### src/rtl/fec_chk_pkg.sv
package fec_chk_pkg;
  localparam int unsigned PN_LEN   = 58;
  localparam int unsigned PN_TAP   = 39;
  localparam int unsigned SYN_W    = 32;
  localparam logic [31:0] SYN_POLY = 32'h00A0_0805;

  typedef enum logic [1:0] {
    HDR_DETECT  = 2'b00,
    HDR_T_ZERO  = 2'b01,
    HDR_T_ONE   = 2'b10,
    HDR_DECFAIL = 2'b11
  } fec_hdr_e;

  function automatic logic [PN_LEN-1:0] pn_seed();
    logic [PN_LEN-1:0] r;
    for (int i = 0; i < PN_LEN; i++) r[i] = (i % 2 == 1);
    return r;
  endfunction
endpackage

### src/rtl/fec_cw_buffer.sv
module fec_cw_buffer
  import fec_chk_pkg::*;
#(
  parameter int unsigned BLK_W = 65,
  parameter int unsigned NBLK  = 32
) (
  input  logic             clk,
  input  logic             rst_n,
  input  logic             wr_en,
  input  logic             wr_bank,
  input  logic [BLK_W-1:0] wr_data,
  input  logic             start,
  input  logic             start_bank,
  input  logic             start_good,
  input  logic             cfg_err_report,
  output logic             out_valid,
  output logic [1:0]       out_hdr,
  output logic [BLK_W-2:0] out_payload
);
  localparam int unsigned IDX_W = $clog2(NBLK);
  localparam int unsigned DEPTH = 2 * NBLK;

  logic [BLK_W-1:0] mem [DEPTH];
  logic [IDX_W-1:0] wr_idx_q, wr_idx_n;
  logic             rd_act_q, rd_act_n;
  logic [IDX_W-1:0] rd_idx_q, rd_idx_n;
  logic             rd_bank_q, rd_bank_n;
  logic             rd_good_q, rd_good_n;
  logic [BLK_W-1:0] rd_word;
  logic [1:0]       hdr_n;

  always_comb begin
    wr_idx_n = wr_idx_q;
    if (wr_en) wr_idx_n = (wr_idx_q == IDX_W'(NBLK-1)) ? '0 : wr_idx_q + 1'b1;
  end

  always_ff @(posedge clk) begin
    if (wr_en) mem[{wr_bank, wr_idx_q}] <= wr_data;
  end

  always_comb begin
    rd_act_n  = rd_act_q;
    rd_idx_n  = rd_idx_q;
    rd_bank_n = rd_bank_q;
    rd_good_n = rd_good_q;
    if (start) begin
      rd_act_n  = 1'b1;
      rd_idx_n  = '0;
      rd_bank_n = start_bank;
      rd_good_n = start_good;
    end else if (rd_act_q) begin
      if (rd_idx_q == IDX_W'(NBLK-1)) rd_act_n = 1'b0;
      else                            rd_idx_n = rd_idx_q + 1'b1;
    end
  end

  always_comb begin
    rd_word = mem[{rd_bank_q, rd_idx_q}];
    if (!rd_good_q && cfg_err_report) hdr_n = HDR_DETECT;
    else if (rd_word[0])              hdr_n = HDR_T_ONE;
    else                              hdr_n = HDR_T_ZERO;
  end

  always_ff @(posedge clk or negedge rst_n) begin
    if (!rst_n) begin
      wr_idx_q    <= '0;
      rd_act_q    <= 1'b0;
      rd_idx_q    <= '0;
      rd_bank_q   <= 1'b0;
      rd_good_q   <= 1'b0;
      out_valid   <= 1'b0;
      out_hdr     <= '0;
      out_payload <= '0;
    end else begin
      wr_idx_q  <= wr_idx_n;
      rd_act_q  <= rd_act_n;
      rd_idx_q  <= rd_idx_n;
      rd_bank_q <= rd_bank_n;
      rd_good_q <= rd_good_n;
      out_valid <= rd_act_q;
      if (rd_act_q) begin
        out_hdr     <= hdr_n;
        out_payload <= rd_word[BLK_W-1:1];
      end
    end
  end

  // a new codeword must never land while the other bank is still playing
  assert_no_overrun_R9: assert property (@(posedge clk) disable iff (!rst_n)
    start |-> !rd_act_q);
endmodule

### config.mk
export PLATFORM = sky130hd
export DESIGN_NAME = fec_cw_buffer
export DESIGN_NICKNAME = d
export VERILOG_FILES = /design/src/rtl/fec_chk_pkg.sv /design/src/rtl/fec_cw_buffer.sv
export SDC_FILE = /design/constraint.sdc
export NUM_CORES = 2
export LEC_CHECK = 0
export ABC_AREA = 1
export BUFFER_PORTS_ARGS = -buffer_cell sky130_fd_sc_hd__buf_2
export CAP_MARGIN = 0
export CORE_UTILIZATION = 43
export CTS_CLUSTER_SIZE = 14
export DETAILED_ROUTE_END_ITERATION = 10
export SYNTH_ARGS = -nofsm -noshare
export SYNTH_HDL_FRONTEND = slang
export SYNTH_MEMORY_MAX_BITS = 65536
export SYNTH_SLANG_ARGS = --single-unit
### constraint.sdc
create_clock -name clk -period 12.1 [get_ports clk]
set_clock_uncertainty 0.05 [all_clocks]
set_input_delay 2.42 -clock clk [delete_from_list [all_inputs] [get_ports clk]]
set_output_delay 2.42 -clock clk [all_outputs]
set_load 0.01 [all_outputs]
==> impl_metrics.yaml <==
run_status:
  status: "complete, no violations"
hold_path:
  min_path_type: "flip-flop to flip-flop"
  min_from: "out_payload[36]$_DFFE_PN0P_"
timing:
  finalSetupViolations: 0
  final.period_utilization_pct: 45.2
  clock.fmax_mhz: 183
  maxSlewHeadroom_pct: 11.9
  setup-tns-final_ns: 0
  slew_viol_final: 0
  hold_slack_ns: 0.423
  hold_violations: 0
  post-route-min-period_ns: 5.47
  worstMarginPinSlew_ns: 1.32
  rsz0062_at_grt: "false"
placed_design:
  place_inst: 18431
  io_buffers: 139
  gp_congestion: 0.795
  place_hpwl_um: 256000
setup_path:
  worstPathRequired_ns: 12.97
  crit_path_cell_trace: "buf_12 -> buf_4 -> buf_4 -> buf_4 -> nand2_1 -> nand3_1 -> nand3_1 -> nand3_1 -> nand3_1 -> nand3_1 -> nand3_1 -> nand2_1"
  critPathBufInv: 4
  worstReg2RegStart: "rd_idx_q[0]$_DFFE_PN0P_"
  critPathKind: "flip-flop to flip-flop"
  cpLargestDelayFamily: "buffers and inverters"
  path_max_fanout: 188
  start_kind: "flip-flop"
  cp_common_cell: "nand3_1"
  arrival_ns: 6.33
  cpMaxStageDelayCell: "dfrtp_4"
  cp_slowest_stage_delay_ns: 1.15
  end_kind: "flip-flop"
  startpoint: "rd_idx_q[0]$_DFFE_PN0P_"
floorplanning:
  fp-row-count: 229
  die_x_um: 628
  dieArea_um2: 395000
  fp.dieH_um: 628
  pin_count: 140
  core_area_um2: 390000
  start_util_pct: 43.3
global_routing:
  grt_max_degree: 215
  grt_pass1_vias: 103752
  antenna_found_initial: 33
  track_usage_pct: 26.2
  grt_pass1_wl_um: 757000
  overflow: 0
clock_tree:
  clock_latency_ns: 1.01
  postCtsHoldBufs: 0
  clockRootBuffer: "clkbuf_16"
  post_cts.repair.setup_buffers: 0
  cts_buffers: 436
  cts_tree: "yes"
  cts_resized: 0
  htree_levels: 5
  clockBufferDepth: 4
  clkSinkCount: 4240
  path_clk_slew_ns: 0.06
finish:
  layout-drive-gt1-share_pct: 7.72
  area_delta_synth_final_pct: 11.7
  seqCellArea_um2: 127000
  final_nets: 13749
  layout_common_cells: "nand2_1, edfxtp_1, nand3_1, clkbuf_16, buf_4"
  final_cells: 19257
  fillCellCount: 34041
  layout_commonest_cell: "nand2_1"
  multi_input_area_um2: 37800
route:
  detail-route-antenna-nets: 0
  vias_per_cell: 5.79
  wl_per_cell_um: 27.6
  drc: 0
  drt-initial-drc-count: 15381
  vias: 111502
  wl_um: 531000
  drt-pass1-iter-count: 6
power:
  p_per_area_nw_per_um2: 175
  ir_worst_vdd_mv: 0.137
  p_leak_uw: 0.0654
yosys:
  ys_seq_area_share_pct: 75.3
  ys_types: 25
  yosysTopAreaCell: "edfxtp_1"
  synth_area_per_cell_um2: 12.2
  synth.net_count: 13845
  synthTopCellsByArea: "edfxtp_1, nand3_1, nand2_1"
  ys_seq_elements: 4240
  yosysTopAreaCellShare_pct: 74.1
  syn_inst: 13768
  syn-cell-area_um2: 169000
  yosys_warnings: 0
flow_run:
  maxCapViolations: 0
[area by class of cell]
| type | instances | share of cell area (%) |
|---|---|---|
| sequential | 4240 | 67.4 |
| multi-input combinational | 8580 | 20.0 |
| clock buffer | 579 | 6.26 |
| tap | 5197 | 3.45 |
| timing repair buffer | 382 | 1.50 |
| clock inverter | 229 | 1.22 |
| inverter | 32 | 0.0930 |
| antenna | 18 | 0.0239 |
[worst reg2reg max path: cells and delay by family, from the launching register on]
family / cells / cell delay, ns
buffers and inverters: 4 / 3.22
DFF: 1 / 1.15
and+or+nand+nor: 8 / 0.96
[sequential cells by signal (all words and copies together) (netlist names)]
name / count
rd_bank_q: 1
mem: 4160
out_valid: 1
out_payload: 64
out_hdr: 2
rd_good_q: 1
wr_idx_q: 5
rd_idx_q: 5
rd_act_q: 1
[synthesized netlist by cell type]
cell type and number:
buf_4 26, o22ai_1 1, dfrtp_1 80, buf_1 81
inv_4 1, or2_2 1, clkbuf_1 217, o21ai_0 4
ha_1 4, nand2_1 4479, nor4_1 1, inv_2 4
nor2_1 77, buf_2 591, nand3_1 3941, nand4_1 1
clkinv_1 1, o211ai_1 1, a21boi_0 1, inv_1 26
nor3_1 12, buf_6 1, edfxtp_1 4160, a21oi_1 56
nor2_2 1
[per-layer routing]
layer / vias up / track usage (%) / share of wire, %
met1: 55720 / 37.0 / 41
met5: - / 0 / 0.0055
met3: 982 / 3.79 / 9.3
li1: 48967 / - / -
met2: 5827 / 41.6 / 47
met4: 6 / 9.22 / 3.7
[logic make-up after synthesis]
logic type	after synthesis	share of synthesized area [%]
and+or+nand+nor	8513	21.9
AOI/OAI and AO/OA	63	0.191
adders and majority gates	4	0.0297
buffers and inverters	948	2.61
DFF	4240	75.3
[path summary, 6_finish.rpt]
| check | to | slack [ns] | depth (start not counted) |
|---|---|---|---|
| worst min-delay path | out_payload[36]$_DFFE_PN0P_ | 0.42 | 2 |
| worst min register to register | out_payload[36]$_DFFE_PN0P_ | 0.42 | 2 |
| min in group asynchronous | out_payload[52]$_DFFE_PN0P_ | 1.40 | 1 |
| worst max register to register | out_payload[18]$_DFFE_PN0P_ | 6.63 | 12 |
| worst max-delay path | out_payload[18]$_DFFE_PN0P_ | 6.63 | 12 |
| max in group asynchronous | out_payload[10]$_DFFE_PN0P_ | 9.15 | 2 |
[power by group]
group	internal, uW	total [uW]	switching, uW
Combinational	642	2830	2190
Sequential	16600	16700	162
Clock	7640	13300	5710
Total	24800	32900	8060
[stage by stage]
stage          utilization (%)  setup WS, ns  cell area, um2  power, uW
2_1_floorplan                -          4.23          169000      18600
3_3_place_gp              44.7          6.00          174000      19800
3_5_place_dp              44.7          6.07          174000      19800
4_1_cts                   48.3          6.74          188000      33000
5_1_grt                   48.3          6.37          188000      33800
6_report                  48.3          6.63          188000      32900
No activity file was read; power rests on OpenSTA's default activity.
